`config.mk`:
```
export PLATFORM = sky130hd
export DESIGN_NAME = addsub_ovf_unit
export DESIGN_NICKNAME = d
export VERILOG_FILES = /design/src/rtl/addsub_pkg.sv /design/src/rtl/fa_cell.sv /design/src/rtl/ripple_chain.sv /design/src/rtl/ovf_select.sv /design/src/rtl/addsub_ovf_unit.sv
export SDC_FILE = /design/constraint.sdc
export NUM_CORES = 1
export LEC_CHECK = 0
export ABC_CLOCK_PERIOD_IN_PS = 10000
export BUFFER_PORTS_ARGS = -buffer_cell sky130_fd_sc_hd__buf_4
export CAP_MARGIN = 40
export CORE_AREA = 5 5 42 44
export DETAILED_ROUTE_END_ITERATION = 12
export DIE_AREA = 0 0 47 49
export PLACE_DENSITY = 0.46
export SYNTH_ARGS = -nofsm -noshare
export SYNTH_HDL_FRONTEND = slang
export SYNTH_HIERARCHICAL = 1
export SYNTH_SLANG_ARGS = --single-unit
```
`constraint.sdc`:
```
create_clock -name vclk -period 10
set_clock_uncertainty 0.2 [all_clocks]
set_input_delay 2 -clock vclk [all_inputs]
set_output_delay 2 -clock vclk [all_outputs]
set_load 0.02 [all_outputs]
```
`src/rtl/addsub_pkg.sv`:
```
package addsub_pkg;
  typedef enum logic [1:0] {
    OP_UADD = 2'b00,
    OP_SADD = 2'b01,
    OP_SSUB = 2'b10,
    OP_NEG  = 2'b11
  } op_code_t;
endpackage

```
`src/rtl/fa_cell.sv`:
```
module fa_cell (
  input  logic x_in,
  input  logic y_in,
  input  logic c_in,
  output logic s_out,
  output logic c_out
);
  logic half;
  assign half  = x_in ^ y_in;
  assign s_out = half ^ c_in;
  assign c_out = (x_in & y_in) | (half & c_in);
endmodule

```
`src/rtl/ripple_chain.sv`:
```
module ripple_chain #(
  parameter int W = 4
) (
  input  logic [W-1:0] x_vec,
  input  logic [W-1:0] y_vec,
  input  logic         c_first,
  output logic [W-1:0] sum_vec,
  output logic         c_last,
  output logic         c_into_top
);
  logic [W:0] carry;
  assign carry[0] = c_first;

  for (genvar i = 0; i < W; i++) begin : g_cell
    fa_cell u_fa (
      .x_in (x_vec[i]),
      .y_in (y_vec[i]),
      .c_in (carry[i]),
      .s_out(sum_vec[i]),
      .c_out(carry[i+1])
    );
  end

  assign c_last     = carry[W];
  assign c_into_top = carry[W-1];
endmodule

```
`src/rtl/ovf_select.sv`:
```
module ovf_select
  import addsub_pkg::*;
(
  input  op_code_t op,
  input  logic     a_top,
  input  logic     b_top,
  input  logic     s_top,
  input  logic     c_last,
  input  logic     b_is_min,
  output logic     ovf
);
  always_comb begin
    unique case (op)
      OP_UADD: ovf = c_last;
      OP_SADD: ovf = ~(a_top ^ b_top) & (b_top ^ s_top);
      OP_SSUB: ovf = (a_top ^ b_top) & (s_top ^ a_top);
      OP_NEG:  ovf = b_is_min;
      default: ovf = 1'b0;
    endcase
  end
endmodule

```
`src/rtl/addsub_ovf_unit.sv`:
```
module addsub_ovf_unit
  import addsub_pkg::*;
#(
  parameter int W = 4
) (
  input  logic [W-1:0] opnd_a,
  input  logic [W-1:0] opnd_b,
  input  logic [1:0]   op_code,
  output logic [W-1:0] result,
  output logic         carry_out,
  output logic         ovf_flag
);
  localparam int MSB = W - 1;
  localparam logic [W-1:0] MIN_NEG = {1'b1, {(W-1){1'b0}}};

  op_code_t     op;
  logic         invert_b;
  logic         zero_a;
  logic [W-1:0] x_cond;
  logic [W-1:0] y_cond;
  logic [W-1:0] sum_w;
  logic         c_top;
  logic         c_pre_top;
  logic         b_min;

  assign op       = op_code_t'(op_code);
  assign invert_b = op_code[1];
  assign zero_a   = (op == OP_NEG);
  assign x_cond   = zero_a ? '0 : opnd_a;
  assign y_cond   = invert_b ? ~opnd_b : opnd_b;
  assign b_min    = (opnd_b == MIN_NEG);

  ripple_chain #(.W(W)) u_chain (
    .x_vec     (x_cond),
    .y_vec     (y_cond),
    .c_first   (invert_b),
    .sum_vec   (sum_w),
    .c_last    (c_top),
    .c_into_top(c_pre_top)
  );

  logic unused_pre_top;
  assign unused_pre_top = c_pre_top;

  ovf_select u_ovf (
    .op      (op),
    .a_top   (opnd_a[MSB]),
    .b_top   (opnd_b[MSB]),
    .s_top   (sum_w[MSB]),
    .c_last  (c_top),
    .b_is_min(b_min),
    .ovf     (ovf_flag)
  );

  assign result    = sum_w;
  assign carry_out = c_top;
endmodule

```
# Word-level counts from Yosys, hierarchy flattened
# Cells that the tools add are included.
# classes
n_mux	3
bitwise_logic	27
eq_ne	4
reduce_logical	1
# ops
cell	count
$xor 1x1->1	11
$and 1x1->1	10
$mux 4	2
$eq 2x2->1 const B	2
$eq 4x4->1 const B	1
$not 4->4	1
$or 1x1->1	4
$pmux 1 s4	1
$eq 2x1->1 const B	1
$logic_not 2->1	1
$not 1->1	1
# totals
output_inout_bits	6
reg_bits	0
elab_cells	35

# Longest topological paths before layout
# Gate-level depths: netlist of run 1.
# depth
word_depth	13
ltp_mapped	9

# Modules after synthesis
# The synthesis of run 1 kept the hierarchy.
# modules_own_cells
mod	cells_each	area_per_inst_um2	seq_area_each_um2	instances
addsub_ovf_unit	10	91.3	0.0	1
fa_cell	1	20.0	0.0	4
ovf_select	8	63.8	0.0	1

# Worst setup path before layout of run 1
# No wires, ideal clock.
# synth_timing
path_type	input to output
from	input port op_code[1]
to	output port ovf_flag
stages	9
t_required_ps	7800
arrival_time_ps	5011
path_slack_ps	2789
path_cell_list	buf_6 -> xor2_1 -> fa_1 -> fa_1 -> fa_1 -> fa_1 -> or3b_1 -> a21o_1 -> a31oi_1
# synth_between
word_cells_on_any_way	28
cone_classes	3 x eq/ne; 3 x mux; 21 x bitwise; 1 x reduce/logical
# synth_lines
element	line	source
from (decl)	addsub_ovf_unit.sv:8	input logic [1:0] op_code,
$mux 4 (*)	addsub_ovf_unit.sv:30	assign y_cond = invert_b ? ~opnd_b : opnd_b;
via y_cond[0]	addsub_ovf_unit.sv:20	logic [W-1:0] y_cond;
$xor 1x1->1	fa_cell.sv:9	assign half = x_in ^ y_in;
$and 1x1->1	fa_cell.sv:11	assign c_out = (x_in & y_in) | (half & c_in);
$or 1x1->1 (*)	fa_cell.sv:11	
via u_chain.carry[1]	ripple_chain.sv:11	logic [W:0] carry;
$and 1x1->1 (*)	fa_cell.sv:11	
$or 1x1->1 (*)	fa_cell.sv:11	
via u_chain.carry[2]	ripple_chain.sv:11	
$and 1x1->1 (*)	fa_cell.sv:11	
$or 1x1->1 (*)	fa_cell.sv:11	
via c_pre_top	addsub_ovf_unit.sv:23	logic c_pre_top;
$xor 1x1->1 (*)	fa_cell.sv:10	assign s_out = half ^ c_in;
via result[3]	addsub_ovf_unit.sv:9	output logic [W-1:0] result,
$xor 1x1->1, on equally long branches	ovf_select.sv:16, ovf_select.sv:15	
$and 1x1->1, on equally long branches	ovf_select.sv:16, ovf_select.sv:15	
$pmux 1 s4 (*)	ovf_select.sv:13	unique case (op)
to (decl)	addsub_ovf_unit.sv:11	output logic ovf_flag
# Mark *: on every way through the listed nets, which the timed path passes. The rest lies on a longest branch.

# Final worst setup path of run 1
# layout_timing
from	input port op_code[1]
to	output port ovf_flag
# layout_between
elab_chain_len	13
word_cells_on_any_way	28
cone_classes	3 x eq/ne; 3 x mux; 21 x bitwise; 1 x reduce/logical
# layout_lines
element	line	source
$eq 2x2->1 (*)	addsub_ovf_unit.sv:28	assign zero_a = (op == OP_NEG);
$mux 4 (*)	addsub_ovf_unit.sv:29	assign x_cond = zero_a ? '0 : opnd_a;
via x_cond[0]	addsub_ovf_unit.sv:19	logic [W-1:0] x_cond;
$xor 1x1->1	fa_cell.sv:9	
$and 1x1->1	fa_cell.sv:11	
$or 1x1->1 (*)	fa_cell.sv:11	
via u_chain.carry[1]	ripple_chain.sv:11	
$and 1x1->1 (*)	fa_cell.sv:11	
$or 1x1->1 (*)	fa_cell.sv:11	
via u_chain.carry[2]	ripple_chain.sv:11	
$and 1x1->1 (*)	fa_cell.sv:11	
$or 1x1->1 (*)	fa_cell.sv:11	
via c_pre_top	addsub_ovf_unit.sv:23	
$xor 1x1->1	fa_cell.sv:10	
$xor 1x1->1, on equally long branches	ovf_select.sv:16, ovf_select.sv:15	
$and 1x1->1, on equally long branches	ovf_select.sv:16, ovf_select.sv:15	
$pmux 1 s4 (*)	ovf_select.sv:13	
# Marks and branches as above.

==> results of run 1 <==
## metal layers
metal | part of all wire | GRT usage | wire, um | vias to the layer above
met1 | 0.38 | 0.0708 | 224 | 115
met4 | 0 | 0 | 0 | 0
li1 | - | - | - | 112
met2 | 0.61 | 0.0995 | 356 | 3
met5 | 0 | 0 | 0 | -
met3 | 0.010 | 0 | 6 | 0
## cells by family (layout without fill, tap and decap cells)
logic type | Yosys count | count (layout) | synth area share
XOR/XNOR | 4 | 4 | 0.149
AND/OR/NAND/NOR | 5 | 5 | 0.207
buffers and inverters | 1 | 16 | 0.0479
AO/OA/AOI/OAI | 7 | 7 | 0.213
adder cells (fa/ha/maj) | 4 | 4 | 0.340
multiplexers | 1 | 1 | 0.0426
## tightest hold or removal path, stage by stage
cell and delay [ns]:
buf_4 0.12, nand3b_1 0.08, a31oi_1 0.07, buf_4 0.16
## where the power goes
group / internal, W / leakage, nW / switching, W
combinational: 0.0000159 / 0.160 / 0.0000174
sequential: 0 / 0 / 0
clock: 0 / 0 / 0
## placed cells by master, fill, tap and decap left out
master	synthesis	final
nand3b_1	1	1
and4bb_2	1	1
a21boi_0	4	4
buf_4	0	16
mux2i_1	1	1
a31oi_1	2	2
nor4b_2	1	1
xor2_1	4	4
nor3_1	1	1
fa_1	4	4
a21o_1	1	1
or3b_1	1	1
## how the worst max path moves through the flow
stage / from / to / slack, ns / cells past startpoint
after floorplan: op_code[1] / ovf_flag / 2.79 / 9
after global placement: op_code[1] / ovf_flag / 2.84 / 10
after detailed placement: op_code[1] / ovf_flag / 2.85 / 10
after CTS: op_code[1] / ovf_flag / 2.85 / 10
after global routing: op_code[1] / ovf_flag / 2.70 / 10
final: op_code[1] / ovf_flag / 2.87 / 10
## through the flow
step	cell area (um^2)	worst slack, ns	total power, W	instances
after floorplan	235	2.79	0.0000213	22
after global placement	364	2.84	0.0000342	53
after detailed placement	364	2.85	0.0000337	53
after CTS	364	2.85	0.0000340	53
after global routing	364	2.70	0.0000362	53
final	364	2.87	0.0000333	53
## cell type report
class / count / area [um^2]
fill: 160 / 1040
multi-input combinational: 21 / 224
timing repair buffer: 16 / 120
tap: 16 / 20.0
==> key figures, run 1 <==
STA
  • Fin crit period: between 7 and 8 ns
  • Worst slew pin tran: between 0.2 and 0.3 ns
  • Fin Hold WS: around 4.2 ns
  • Slew Viols, Final: 0
  • RSZ-0062 raised after global routing: no
  • Crit share post-route: 0.713
  • Hold Vio Cnt, Final: 0
  • Final setup viols: 0
  • Maximum clock frequency: around 140 MHz
  • Slew headroom: 0.813
  • Total negative slack: 0 ns

Global routing
  • Global-route wire length before repair: ~1000 um
  • Gr usage total: 0.0536
  • Largest net degree at the start of global routing: 14
  • GRT overflow: 0
  • Vias in the first global route: about 250
  • Initial antenna violation count: 0

Cells and area
  • Final core utilization: 0.260
  • # diodes: 0
  • Area delta synth->final: 54.8%
  • # clk buffers: 0
  • Sequential cell count: 0
  • Layout cell share with drive strength beyond 1: 0.486
  • Register Area: 0 um^2
  • Nets: 53

Floorplan
  • Die footprint: roughly 2300 um^2
  • Die height: 49 um
  • Starting Density: 0.168
  • Core area: 1400 um^2
  • Row count: 14
  • Die extent in x: 47 um
  • I/O pin count: 16

Place
  • IO buf count: 16
  • GP Congestion: 0.647
  • Detailed-placement wirelength estimate: 502 um

Status
  • Status: completed

Yosys
  • Syn Inst Count: 22
  • Syn nets: 36
  • Post-synthesis sequential area ratio: 0
  • Top cell type by total area after synthesis: fa_1
  • Synth top area share: 0.340
  • Synth unique cells: 12
  • Mapped cell area: 235 um^2
  • Post-synth top cells: 4 x a21boi_0, 4 x fa_1, 4 x xor2_1
  • Area contributors post-synth: fa_1 34%, xor2_1 15%, a21boi_0 13%
  • Syn Area/Cell: 10.7 um^2
  • Ys Warns: 6

Drt
  • First-pass DRT Iterations: 3
  • Final WL: 587 um
  • DRC: 0
  • Routed len/inst: about 11 um
  • Vias per std cell: 4.34
  • 1st-iter DRT viols: 2
  • Vias: 230
  • Final ANT Viol Nets: 0

Power and ir drop
  • Pleak: around 0.16 nW
  • PwrDens: 91.4 nW/um^2
  • Worst vdd ir: 0.0000277 V

Clock network
  • Post-CTS resize count: 0
  • Setup bufs post-CTS: 0
  • Post-CTS Hold Buffers: 0

Hold path
  • Hold endpoint: ovf_flag
  • Hold wc startpoint: opnd_a[3]
  • Hold path cells: 4
  • Hold Crit Class: in2out

Critical path
  • Most frequent CP cell: fa_1
  • Slowest stage delay, CP: 0.54 ns
  • Worst-path cell chain: buf_4 -> a21boi_0 -> fa_1 -> fa_1 -> fa_1 -> fa_1 -> or3b_1 -> a21o_1 -> a31oi_1 -> buf_4
  • Max Fanout on Critical Path: 13
  • WS Path Type: in2out
  • Worst Path Buf+Inv: 2
  • Required @ worst endpoint: 7.80 ns
  • Slowest-stage cell, CP: fa_1
  • CP top delay family: adder cells
  • Startpoint Class: primary input
  • Critical Path End Type: primary output
  • Arrival @ worst endpoint: 4.93 ns

Flow run
  • Max-Cap Viols: 0
No activity file was read; power rests on OpenSTA's default activity.
==> run 2: changes to the inputs <==
--- a/config.mk
+++ b/config.mk
@@ -5,13 +5,13 @@
 export SDC_FILE = /design/constraint.sdc
 export NUM_CORES = 1
 export LEC_CHECK = 0
-export ABC_CLOCK_PERIOD_IN_PS = 10000
+export ABC_CLOCK_PERIOD_IN_PS = 6300
 export BUFFER_PORTS_ARGS = -buffer_cell sky130_fd_sc_hd__buf_4
 export CAP_MARGIN = 40
 export CORE_AREA = 5 5 42 44
 export DETAILED_ROUTE_END_ITERATION = 12
 export DIE_AREA = 0 0 47 49
-export PLACE_DENSITY = 0.46
+export PLACE_DENSITY = 0.47
 export SYNTH_ARGS = -nofsm -noshare
 export SYNTH_HDL_FRONTEND = slang
 export SYNTH_HIERARCHICAL = 1
==> constraint.sdc (replaced) <==
create_clock -name vclk -period 6.3
set_clock_uncertainty 0.2 [all_clocks]
set_input_delay 1.26 -clock vclk [all_inputs]
set_output_delay 1.26 -clock vclk [all_outputs]
set_load 0.02 [all_outputs]
==> run 2 against run 1 <==
- cell area is the same
- critical path type unchanged
- cell count is the same
- combinational power grew 59%
- flip-flop and latch count is the same
- wire length shrank 1.5%
- core utilization is the same
- power grew 60%
- non-clock buffer count is the same
- hold slack lost 1.5 ns
- global-route usage shrank 0.56 points
- die area is the same
==> key figures, run 2 (synthesis results as in run 1) <==
Status
  • Status: completed

STA
  • Worst slew pin tran: ~0.28 ns
  • RSZ-0062 raised after global routing: no
  • Fin crit period: between 5 and 6 ns
  • Hold Vio Cnt, Final: 0
  • Slew Viols, Final: 0
  • Final setup viols: 0
  • Maximum clock frequency: 176 MHz
  • Slew headroom: 0.812
  • Crit share post-route: 0.902
  • Total negative slack: 0 ns

Place
  • GP Congestion: 0.699
  • Detailed-placement wirelength estimate: around 500 um
  • IO buf count: 16

Clock network
  • Post-CTS Hold Buffers: 0
  • Post-CTS resize count: 0
  • Setup bufs post-CTS: 0

Floorplan
  • Starting Density: 0.168
  • Row count: 14
  • Die height: 49 um
  • Core area: 1400 um^2
  • Die footprint: ~2300 um^2
  • I/O pin count: 16
  • Die extent in x: 47 um

Global routing
  • Initial antenna violation count: 0
  • GRT overflow: 0
  • Largest net degree at the start of global routing: 14
  • Gr usage total: 0.0480
  • Global-route wire length before repair: 903 um
  • Vias in the first global route: 202

Drt
  • Final ANT Viol Nets: 0
  • First-pass DRT Iterations: 4
  • Final WL: 578 um
  • Vias: 228
  • 1st-iter DRT viols: 1
  • DRC: 0
  • Vias per std cell: 4.30
  • Routed len/inst: 10.9 um

Critical path
  • WS Path Type: in2out
  • Worst-path cell chain: buf_4 -> a21boi_0 -> fa_1 -> fa_1 -> fa_1 -> fa_1 -> or3b_1 -> a21o_1 -> a31oi_1 -> buf_4
  • Max Fanout on Critical Path: 13
  • Most frequent CP cell: fa_1
  • Slowest stage delay, CP: between 0.5 and 0.6 ns
  • Arrival @ worst endpoint: 4.22 ns
  • Critical Path End Type: primary output
  • Startpoint Class: primary input
  • Slowest-stage cell, CP: fa_1
  • Required @ worst endpoint: around 4.8 ns

Flow run
  • Max-Cap Viols: 0

Hold path
  • Hold path cells: 4
  • Hold Crit Class: in2out

Power and ir drop
  • Pleak: around 0.16 nW
  • Total power: 0.0000531 W
  • PwrDens: 146 nW/um^2
  • Worst vdd ir: 0.0000432 V

Cells and area
  • Register Area: 0 um^2
  • Fill cell count: between 150 and 200
  • Nets: between 50 and 60
  • Area delta synth->final: 54.8%
  • Commonest cells after routing, fill and taps aside: 16 x buf_4, 4 x xor2_1, 4 x a21boi_0, 4 x fa_1, 2 x a31oi_1
  • # diodes: 0
  • Layout cell share with drive strength beyond 1: 0.486
  • Sequential cell count: 0
  • # clk buffers: 0
  • Most common cell after layout, fill and taps aside: buf_4
[run 2: cell counts in the layout (fill, tap and decap cells not counted)]
No cell type changed its count.
[run 2: metal layers]
| metal | track usage | up-vias | share of wire |
|---|---|---|---|
| met4 | 0 | 0 | 0 |
| li1 | - | 113 | - |
| met3 | 0 | 0 | 0.0087 |
| met5 | 0 | - | 0 |
| met2 | 0.0882 | 2 | 0.62 |
| met1 | 0.0642 | 113 | 0.37 |
[run 2: layout make-up]
| type | instances | area, um^2 | area share |
|---|---|---|---|
| multi-input combinational | 21 | 224 | 0.615 |
| tap | 16 | 20.0 | 0.0550 |
| timing repair buffer | 16 | 120 | 0.330 |
[run 2: per-stage QoR]
step           utilization  hold slack, ns  worst slack (ns)  area (um^2)  instances
6_report             0.260            2.75             0.616          364         53
4_1_cts              0.260            2.74             0.596          364         53
5_1_grt              0.260            2.77             0.498          364         53
3_5_place_dp         0.260            2.74             0.583          364         53
3_3_place_gp         0.260            2.75             0.610          364         53
2_1_floorplan            -            2.56             0.569          235         22
[run 2: critical path, delay by kind of cell]
family,cells,cell delay [ns]
adder cells (fa/ha/maj),4,1.79
AND/OR/NAND/NOR,1,0.35
buffers and inverters,2,0.33
AO/OA/AOI/OAI,3,0.50
[run 2: path summary, 6_finish.rpt]
check / from / end / slack (ns)
hold / removal: opnd_a[3] / ovf_flag / 2.75
setup / recovery: op_code[1] / ovf_flag / 0.62
[run 2: where the power goes]
part | total (W) | internal (W) | switching, W
clock network | 0 | 0 | 0
logic | 0.0000531 | 0.0000253 | 0.0000279
registers | 0 | 0 | 0
total | 0.0000531 | 0.0000253 | 0.0000279
==> run 3: changes to the inputs <==
--- a/config.mk
+++ b/config.mk
@@ -8,9 +8,9 @@
 export ABC_CLOCK_PERIOD_IN_PS = 6300
 export BUFFER_PORTS_ARGS = -buffer_cell sky130_fd_sc_hd__buf_4
 export CAP_MARGIN = 40
-export CORE_AREA = 5 5 42 44
+export CORE_AREA = 2 2 39 41
 export DETAILED_ROUTE_END_ITERATION = 12
-export DIE_AREA = 0 0 47 49
+export DIE_AREA = 0 0 41 43
 export PLACE_DENSITY = 0.47
 export SYNTH_ARGS = -nofsm -noshare
 export SYNTH_HDL_FRONTEND = slang
==> run 3 against run 2 <==
- non-clock buffer count unchanged
- highest routed layer unchanged
- critical path type unchanged
- global-route usage up 1.7 points
- die area decreased by 23%
- combinational power is essentially flat
- wire length decreased by 5.7%
- critical path depth is the same
- worst setup slack worse by 0.0036 ns
- cell count did not move
- maximum frequency about the same
- sequential share of layout area stayed put
- clock-buffer cell count unchanged
- flip-flop and latch count did not move
==> key figures, run 3 (synthesis results as in run 1) <==
Status
  • Status: completed

Drt
  • Vias per std cell: 4.30
  • Final ANT Viol Nets: 0
  • Routed len/inst: 10.3 um
  • DRC: 0
  • Final WL: 545 um
  • First-pass DRT Iterations: 4
  • Vias: 228
  • 1st-iter DRT viols: 1

STA
  • Post-route setup slack: around 0.61 ns
  • Worst slew pin tran: 0.299 ns
  • Crit share post-route: 0.903
  • Fin crit period: around 5.7 ns
  • Slew headroom: 0.799
  • Fin Hold WS: 2.74 ns
  • Slew Viols, Final: 0
  • Final setup viols: 0
  • Total negative slack: 0 ns
  • RSZ-0062 raised after global routing: no
  • Maximum clock frequency: 176 MHz
  • Hold Vio Cnt, Final: 0

Flow run
  • Max-Cap Viols: 0

Hold path
  • Hold path cells: 4
  • Hold wc startpoint: opnd_a[3]
  • Hold Crit Class: in2out
  • Hold endpoint: ovf_flag

Clock network
  • Setup bufs post-CTS: 0
  • Post-CTS Hold Buffers: 0
  • Post-CTS resize count: 0

Critical path
  • Critical Path End Type: primary output
  • WS Path Type: in2out
  • Startpoint Class: primary input
  • Arrival @ worst endpoint: between 4 and 5 ns
  • Max Fanout on Critical Path: 13
  • Required @ worst endpoint: ~4.8 ns

Global routing
  • Gr usage total: 0.0653
  • GRT overflow: 0
  • Global-route wire length before repair: 876 um
  • Vias in the first global route: 208
  • Initial antenna violation count: 0
  • Largest net degree at the start of global routing: 14

Power and ir drop
  • Switching share of power: 0.525
  • Switching power: approximately 0.000028 W
  • Combinational Power Share: 1.000
  • Worst vdd ir: 0.0000702 V
  • Pleak: 0.160 nW
  • Int Pwr: 0.0000250 W
  • Flop pwr share: 0
  • Clock power share: 0
  • PwrDens: 145 nW/um^2

Cells and area
  • Register Area: 0 um^2
  • # diodes: 0
  • Final core utilization: 0.263
  • Area delta synth->final: 54.8%
  • Layout cell share with drive strength beyond 1: 0.486
  • # clk buffers: 0
  • Sequential cell count: 0
  • Commonest cells after routing, fill and taps aside: 16 x buf_4, 4 x xor2_1, 4 x a21boi_0, 4 x fa_1, 2 x a31oi_1
  • Most common cell after layout, fill and taps aside: buf_4
  • Nets: 53
  • Final cell count without fillers: 53

Floorplan
  • Die footprint: around 1800 um^2
  • Die extent in x: between 40 and 50 um
  • Row count: 14
  • Starting Density: 0.170
  • Core area: 1380 um^2
  • Die height: 43 um
  • I/O pin count: 16

Place
  • GP Congestion: about 0.67
  • Placement Setup Slack: approximately 0.60 ns
  • DP Cell Count: 53
  • IO buf count: 16
## run 3: cell counts in the layout (fill, tap and decap cells not counted)
Identical to the previous run, type by type.
## run 3: stage by stage
| step | power (W) | cell area, um^2 |
|---|---|---|
| 4_1_cts | 0.0000535 | 364 |
| 6_report | 0.0000528 | 364 |
| 3_5_place_dp | 0.0000534 | 364 |
| 3_3_place_gp | 0.0000535 | 364 |
| 2_1_floorplan | 0.0000338 | 235 |
| 5_1_grt | 0.0000571 | 364 |
## run 3: how the worst max path moves through the flow
stage | end | startpoint | cells after the start
global route | ovf_flag | op_code[1] | 10
floorplan | ovf_flag | op_code[1] | 9
CTS | ovf_flag | op_code[1] | 10
global placement | ovf_flag | op_code[1] | 10
detailed placement | ovf_flag | op_code[1] | 10
finish | ovf_flag | op_code[1] | 10
## run 3: routing by layer
metal	part of all wire	vias to the layer above	routed length [um]	track usage
met5	0	-	0	0
li1	-	113	-	-
met3	0.16	0	85	0
met1	0.48	98	264	0.110
met4	0	0	0	0
met2	0.36	17	195	0.0969
## run 3: critical path, cell delays in order
cell and delay (ns):
buf_4 0.17, a21boi_0 0.15, fa_1 0.45, fa_1 0.39, fa_1 0.39, fa_1 0.56
or3b_1 0.36, a21o_1 0.18, a31oi_1 0.16, buf_4 0.16
## run 3: area by class of cell
| cell class | instances | area, um^2 |
|---|---|---|
| fillers | 147 | 1020 |
| multi-input cells | 21 | 224 |
| well taps | 16 | 20.0 |
| repair buffers | 16 | 120 |
## run 3: power by group through the flow
stage | registers [W] | clock network (W) | logic, W
floorplan | 0 | 0 | 0.0000338
global placement | 0 | 0 | 0.0000535
global route | 0 | 0 | 0.0000571
finish | 0 | 0 | 0.0000528
detailed placement | 0 | 0 | 0.0000534
CTS | 0 | 0 | 0.0000535
